File: src/rtl/ea_pkg.sv
package ea_pkg;
  typedef enum logic {
    EA_MODE_SHORT = 1'b0,
    EA_MODE_LONG  = 1'b1
  } ea_mode_t;

  localparam int unsigned EA_SEL_W    = 3;
  localparam int unsigned EA_SEL_ZERO = 0;
  localparam int unsigned EA_SEL_Y0   = 1;
  localparam int unsigned EA_SEL_Z    = 5;
  localparam int unsigned EA_SEL_PC   = 6;
  localparam int unsigned EA_SEL_SP   = 7;
endpackage

File: src/rtl/ea_base_mux.sv
module ea_base_mux
  import ea_pkg::*;
#(
  parameter int unsigned AW    = 32,
  parameter int unsigned NUM_Y = 4,
  parameter int unsigned SW    = EA_SEL_W,
  parameter int unsigned LW    = 3
) (
  input  logic [SW-1:0]       sel,
  input  logic [NUM_Y*AW-1:0] y_flat,
  input  logic [AW-1:0]       z_val,
  input  logic [AW-1:0]       pc_val,
  input  logic [LW-1:0]       len_val,
  input  logic [AW-1:0]       sp_val,
  output logic [AW-1:0]       base
);
  localparam int unsigned NCAND = 1 << SW;

  logic [AW-1:0] cand [NCAND];
  logic [AW-1:0] pc_next;

  assign pc_next = pc_val + {{(AW-LW){1'b0}}, len_val};

  genvar gi;
  generate
    for (gi = 0; gi < NCAND; gi++) begin : g_cand
      if (gi == EA_SEL_ZERO) begin : g_zero
        assign cand[gi] = '0;
      end else if (gi >= EA_SEL_Y0 && gi < EA_SEL_Y0 + NUM_Y) begin : g_y
        assign cand[gi] = y_flat[(gi-EA_SEL_Y0)*AW +: AW];
      end else if (gi == EA_SEL_Z) begin : g_z
        assign cand[gi] = z_val;
      end else if (gi == EA_SEL_PC) begin : g_pc
        assign cand[gi] = pc_next;
      end else if (gi == EA_SEL_SP) begin : g_sp
        assign cand[gi] = sp_val;
      end else begin : g_unused
        assign cand[gi] = '0;
      end
    end
  endgenerate

  assign base = cand[sel];
endmodule

File: src/rtl/ea_offset_ext.sv
module ea_offset_ext
  import ea_pkg::*;
#(
  parameter int unsigned AW   = 32,
  parameter int unsigned OW   = 16,
  parameter int unsigned SHW  = 8
) (
  input  ea_mode_t       mode,
  input  logic [OW-1:0]  ofs_in,
  output logic [AW-1:0]  ofs_out
);
  always_comb begin
    if (mode == EA_MODE_SHORT) ofs_out = {{(AW-SHW){1'b0}}, ofs_in[SHW-1:0]};
    else                       ofs_out = {{(AW-OW){1'b0}}, ofs_in};
  end
endmodule

File: src/rtl/idx_ea_gen.sv
module idx_ea_gen
  import ea_pkg::*;
#(
  parameter int unsigned AW    = 32,
  parameter int unsigned NUM_Y = 4,
  parameter int unsigned OW    = 16,
  parameter int unsigned SHW   = 8,
  parameter int unsigned LW    = 3
) (
  input  logic                clk,
  input  logic                rst,
  input  logic                req,
  input  logic                mode,
  input  logic [EA_SEL_W-1:0] base_sel,
  input  logic [OW-1:0]       offset,
  input  logic [NUM_Y*AW-1:0] y_regs,
  input  logic [AW-1:0]       z_reg,
  input  logic [AW-1:0]       pc_cur,
  input  logic [LW-1:0]       insn_len,
  input  logic [AW-1:0]       sp_reg,
  output logic [AW-1:0]       ea,
  output logic                ea_valid
);
  logic [AW-1:0] base_w;
  logic [AW-1:0] ofs_w;
  logic [AW-1:0] sum_w;

  ea_base_mux #(.AW(AW), .NUM_Y(NUM_Y), .SW(EA_SEL_W), .LW(LW)) u_mux (
    .sel     (base_sel),
    .y_flat  (y_regs),
    .z_val   (z_reg),
    .pc_val  (pc_cur),
    .len_val (insn_len),
    .sp_val  (sp_reg),
    .base    (base_w)
  );

  ea_offset_ext #(.AW(AW), .OW(OW), .SHW(SHW)) u_ext (
    .mode    (ea_mode_t'(mode)),
    .ofs_in  (offset),
    .ofs_out (ofs_w)
  );

  assign sum_w = base_w + ofs_w;

  always_ff @(posedge clk) begin
    if (rst) begin
      ea       <= '0;
      ea_valid <= 1'b0;
    end else begin
      ea_valid <= req;
      if (req) ea <= sum_w;
    end
  end

  // strobe follows a request by one cycle
  a_r2_valid_follows_req: assert property (@(posedge clk) disable iff (rst)
    req |=> ea_valid);
  // no strobe without a request
  a_r2_no_spurious_valid: assert property (@(posedge clk) disable iff (rst)
    !req |=> !ea_valid);
  // address held while idle
  a_r10_hold_when_idle: assert property (@(posedge clk) disable iff (rst)
    !req |=> $stable(ea));
  // zero base in short form yields the low offset byte
  a_r3_zero_base_short: assert property (@(posedge clk) disable iff (rst)
    (req && base_sel == 3'd0 && !mode) |=> (ea == {{(AW-SHW){1'b0}}, $past(offset[SHW-1:0])}));
  // zero base in long form yields the whole offset
  a_r7_zero_base_long: assert property (@(posedge clk) disable iff (rst)
    (req && base_sel == 3'd0 && mode) |=> (ea == {{(AW-OW){1'b0}}, $past(offset)}));
  // stack-pointer base adds directly
  a_r4_sp_base: assert property (@(posedge clk) disable iff (rst)
    (req && base_sel == 3'd7 && mode) |=> (ea == $past(sp_reg) + {{(AW-OW){1'b0}}, $past(offset)}));
  // reset clears outputs
  a_r1_reset_clears: assert property (@(posedge clk)
    rst |=> (!ea_valid && ea == '0));
endmodule

File: config.mk
export PLATFORM = sky130hd
export DESIGN_NAME = idx_ea_gen
export DESIGN_NICKNAME = d
export VERILOG_FILES = /design/src/rtl/ea_pkg.sv /design/src/rtl/ea_base_mux.sv /design/src/rtl/ea_offset_ext.sv /design/src/rtl/idx_ea_gen.sv
export SDC_FILE = /design/constraint.sdc
export NUM_CORES = 1
export LEC_CHECK = 0
export ABC_AREA = 1
export BUFFER_PORTS_ARGS = -buffer_cell sky130_fd_sc_hd__buf_2
export CORE_MARGIN = 1
export CORE_UTILIZATION = 40
export CTS_BUF_LIST = sky130_fd_sc_hd__clkbuf_16
export CTS_CLUSTER_SIZE = 16
export DETAILED_ROUTE_END_ITERATION = 8
export GPL_ROUTABILITY_DRIVEN = 0
export PLACE_DENSITY = 0.69
export SYNTH_ARGS = -nofsm -noshare
export SYNTH_HDL_FRONTEND = slang
export SYNTH_HIERARCHICAL = 1
export SYNTH_SLANG_ARGS = --single-unit
File: constraint.sdc
create_clock -name clk -period 5.08 [get_ports clk]
set_input_delay 0.508 -clock clk [delete_from_list [all_inputs] [get_ports clk]]
set_output_delay 0.508 -clock clk [all_outputs]
set_load 0.01 [all_outputs]
# After elaboration in Yosys (flattened, before gate mapping)
# Cells that the tools add are included.
# W data, S select, Z words.
[op_classes]
addsub = 2
n_mul = 0
div_mod_pow = 0
magnitude_cmp = 1
eq_ne = 0
shifts = 0
muxes = 4
n_bitwise = 1
reduce_logical = 0
[ops]
columns = ["op", "count"]
rows = [
  ["$bmux W32 S3", 1],
  ["$mux W32", 2],
  ["$add A32 B3 Y32", 1],
  ["$add A32 B32 Y32", 1],
  ["$mux W16", 1],
  ["$ge A4 B4 Y1 const B", 1],
  ["$not A3 Y4", 1],
]
[word_totals]
regBits = 33
latch_bits = 0
mem_bits_rw = 0
mem_bits_ro = 0
inputBits = 250
out_inout_bits = 33
elab_cells = 10
memories = 0

# Logic depth before layout (Yosys ltp)
[logic_depth]
word_depth = 5
ltp_mapped = 24
ltp_nobuf = 24

# By module
# Netlist, hierarchy kept.
[modules_own_cells]
columns = ["module", "n_inst", "cells_each", "area_per_inst_um2", "seq_area_each_um2"]
rows = [
  ["idx_ea_gen", 1, 651, 3539.6, 660.6],
  ["ea_base_mux", 1, 630, 3006.6, 0.0],
  ["ea_offset_ext", 1, 42, 249.0, 0.0],
]

# Least setup slack after synthesis
# Ideal clock, no wire load.
[synth_path]
kind = "input -> register"
from = "input pc_cur[0]"
to = "register ea[29]"
setup_ns = 0.109
arrival_time_ns = 2.900
t_required_ns = 4.971
path_slack_ns = 2.071
path_stages = 22
n_path_buf = 0
cell_sequence = "ha_1 -> fa_1 -> nand3_2 -> nand2_4 -> nand3b_2 -> xor2_1 -> nand2_1 -> nand2_1 -> a21oi_1 -> ha_1 -> nand2_1 -> inv_1 -> nand2_1 -> inv_1 -> a21oi_1 -> nand2_2 -> nand2_1 -> nand2_1 -> nand2_1 -> nand3_1 -> nand2_1 -> inv_1"
[synth_between]
elab_chain_len = 5
[synth_rtl]
columns = ["item", "line", "source"]
rows = [
  ["start, declared", "idx_ea_gen.sv:18", "input logic [AW-1:0] pc_cur,"],
  ["$add A32 B3 Y32", "ea_base_mux.sv:22", "assign pc_next = pc_val + {{(AW-LW){1'b0}}, len_val};"],
  ["$bmux W32 S3", "ea_base_mux.sv:43", "assign base = cand[sel];"],
  ["$mux W32 (not written as such) (2 in a row)", "ea_base_mux.sv:43", ""],
  ["net base_w[10]", "idx_ea_gen.sv:24", "logic [AW-1:0] base_w;"],
  ["$add A32 B32 Y32", "idx_ea_gen.sv:44", "assign sum_w = base_w + ofs_w;"],
  ["end signal, assigned", "idx_ea_gen.sv:52", "if (req) ea <= sum_w;"],
  ["end, declared", "idx_ea_gen.sv:21", "output logic [AW-1:0] ea,"],
]
# The timed path passes the listed nets, and every way through them passes these cells. The select of a mux whose other input is x is not followed.
# A chain may end at the register's enable or synchronous reset.

# Worst setup path in the final report
[layout_path]
from = "input base_sel[0]"
to = "register ea[26]"
[layout_between]
elab_chain_len = 5
[layout_rtl]
columns = ["item", "line", "source"]
rows = [
  ["start, declared", "idx_ea_gen.sv:14", "input logic [EA_SEL_W-1:0] base_sel,"],
  ["$not A3 Y4 (not written as such)", "ea_base_mux.sv:43", ""],
  ["$bmux W32 S3", "ea_base_mux.sv:43", ""],
  ["$mux W32 (not written as such) (2 in a row)", "ea_base_mux.sv:43", ""],
  ["net base_w[9]", "idx_ea_gen.sv:24", ""],
  ["$add A32 B32 Y32", "idx_ea_gen.sv:44", ""],
]
# The timed path passes the listed nets, and every way through them passes these cells. The select of a mux whose other input is x is not followed.

==> metrics.txt <==
outcome finished clean; post-DR vias/cell 4.957; Initial Util 0.4098; initial antenna violation count 3; post-cts gate resize count 0; Rows 47; top-area cell type share of the netlist area 0.2580; number of buffers created by CTS 5; Max Cap Viol 0; synth-to-layout area growth 23.57%; synth unique cells 39; data required time of the worst path 5250 ps; fillers 1833; DR pass1 iterations 5; Worst setup EP type flip-flop; Worst Max-Slew Pin Slew 712.5 ps; Post-Syn Area 6795 um2; routing usage on met3 0.03230; vias post-DR 8859; CP max FO 27; root buf cell clkbuf_16; synth top area cells nand2_1 (26%), nor2_1 (11%), dfxtp_1 (9.7%); final wirelength 25420 um; Die ar. 17510 um2; Ys Warns 6; crit path DAT 4000 ps; PD cells 177.7 nW/um2; Syn Inst Count 1323; Max Freq 0.2612 GHz; first-pass GRT wire length 40770 um; Max IR drop VDD 0.1807 mV; R2R setup slack 4370 ps; remaining global-route overflow 0; post-cts hold buffer count 0; Sink Count 33; Final WS setup 1251 ps; Die Y 132.3 um; worst hold-check path type flip-flop to flip-flop; M2 GR Usage 0.5012; Yosys reg bits 33; Tmin final 3829 ps; Setup Viol. Count Final 0; DRC 0; H-tree Lvls 2; # Post-CTS Setup Buffers 0; DP HPWL 21270 um; sequential share of the synthesized area 0.09722; biggest area consumer among synthesized cells nand2_1; Skew-Pair Late Insertion Delay 270 ps; fin util 0.5063; Final Hold Vio Count 0; final setup TNS 0 ps; largest net degree at the start of global routing 88; Setup CP Type input pin to flip-flop; # IOs 283; RSZ-0062 raised after global routing no; Port-buffer cells 282; post-place setup slack 1047 ps; max_slew headroom 0.5250; via count of the first global-routing pass 8271; total track usage 0.2875; routing usage on met1 0.3585; Final Cycle Share 0.7537; 1st-iter DRT viols 702; die extent in x 132.3 um; clk buf depth 2; critical path launch point type input pin; Max Slew Vio Count 0; Reg clk slew, reported paths 50 ps; FF+latch area 660.6 um2; busiest grt layer met2; fin nets 1849; layout cells sized above 1 0.2193; core box area 16580 um2; skew final 0 ps; Avg Inst Size Synth 5.136 um2; area of the multi-input gates 5182 um2; leakage 4.862 nW; mean routed wirelength per cell 14.22 um; CTS tree built; antenna-violating nets left 0
per-stage QoR:
step	power [mW]	cell area (um2)	instances	hold WS [ps]
2_1_floorplan	0.8716	6852	1338	498.5
3_3_place_gp	1.140	8227	1776	470.2
3_5_place_dp	1.143	8227	1776	468.6
4_1_cts	1.484	8389	1784	479.3
5_1_grt	1.615	8397	1787	488.6
6_report	1.492	8397	1787	481.9
worst paths after layout:
| path | from | endpoint | cells past startpoint |
|---|---|---|---|
| max | base_sel[0] | ea[26]$_SDFFE_PP0P_ | 19 |
| min | ea[14]$_SDFFE_PP0P_ | ea[14]$_SDFFE_PP0P_ | 2 |
| max reg2reg | ea[20]$_SDFFE_PP0P_ | ea[20]$_SDFFE_PP0P_ | 4 |
| min reg2reg | ea[14]$_SDFFE_PP0P_ | ea[14]$_SDFFE_PP0P_ | 2 |
metal layers:
| layer | part of all wire | routed length [um] | up-vias |
|---|---|---|---|
| met5 | 0 | 0 | - |
| met4 | 0.042 | 1073 | 0 |
| met3 | 0.065 | 1640 | 64 |
| met2 | 0.46 | 11650 | 389 |
| met1 | 0.43 | 11050 | 3799 |
| li1 | - | - | 4607 |
critical path: stages:
cell and delay (ps):
buf_2 360, clkinv_2 450, nor2_4 640, buf_4 340, a221oi_1 100, a21oi_1 190, ha_1 300, nand2_1 160
inv_1 50, nand2_1 60, nand2_1 70, inv_1 60, nand3_1 150, nand2_1 150, nand3_1 80, nand2_1 60
nand3_1 110, nand2_1 110, inv_1 40
where the power goes:
group          internal, mW  switching [mW]
registers             0.291          0.0168
logic                 0.323           0.525
clock network         0.228           0.108
layout by cell type (no fill, tap or decap), types with 4 or more instances in the layout:
cell	Yosys	routed
clkbuf_16	0	5
ha_1	34	34
buf_4	26	6
buf_2	17	282
nand3_2	7	7
nor2_1	206	205
a21oi_2	5	5
a221oi_1	8	8
nand3_1	73	73
nor2_2	8	8
nor2_4	6	7
dfxtp_1	33	33
a211oi_1	29	29
xnor2_1	15	15
nand4_1	4	4
xor2_1	10	10
inv_1	162	162
o21bai_1	4	4
nand2_1	467	467
conb_1	1	16
o21ai_0	39	39
o21ai_1	4	4
clkinv_1	3	4
a21oi_1	92	92
nand3b_1	9	9
nand2_2	11	11
sequential cells by signal, summed over array words and instances (netlist names):
register  flops
ea_valid      1
ea           32
cells by family (layout without fill, tap and decap cells):
group,count (synthesis),after routing,share of synthesized area
AOI/OAI and AO/OA,189,189,0.1619
xor gates and xnor gates,25,25,0.03222
adders and majority gates,36,36,0.06850
buffers and inverters,239,465,0.1495
DFF,33,33,0.09722
other,1,19,0.0005519
and+or+nand+nor,800,800,0.4901
cells in the mapped netlist (all sizes together):
master	number
a221oi	8
fa	2
buf	43
xnor2	15
o21ai	43
inv	165
nand3	82
conb	1
a211oi	29
clkbuf	28
o221ai	1
nand4	4
o21bai	4
or2	1
nor3	3
xor2	10
a21o	2
nand3b	10
clkinv	3
o211ai	1
nand2	480
a21oi	97
a32oi	2
dfxtp	33
nor2	220
ha	34
a31oi	1
a22oi	1
final cells by class:
class,count,share of cell area
multi-input cells,1066,0.6172
repair buffers,289,0.1758
flip-flops and latches,33,0.07868
inverters,168,0.07525
well taps,220,0.03278
clock buffers,5,0.01490
clock inverters,3,0.004470
diodes,3,0.0008941
No activity file was read; power rests on OpenSTA's default activity.
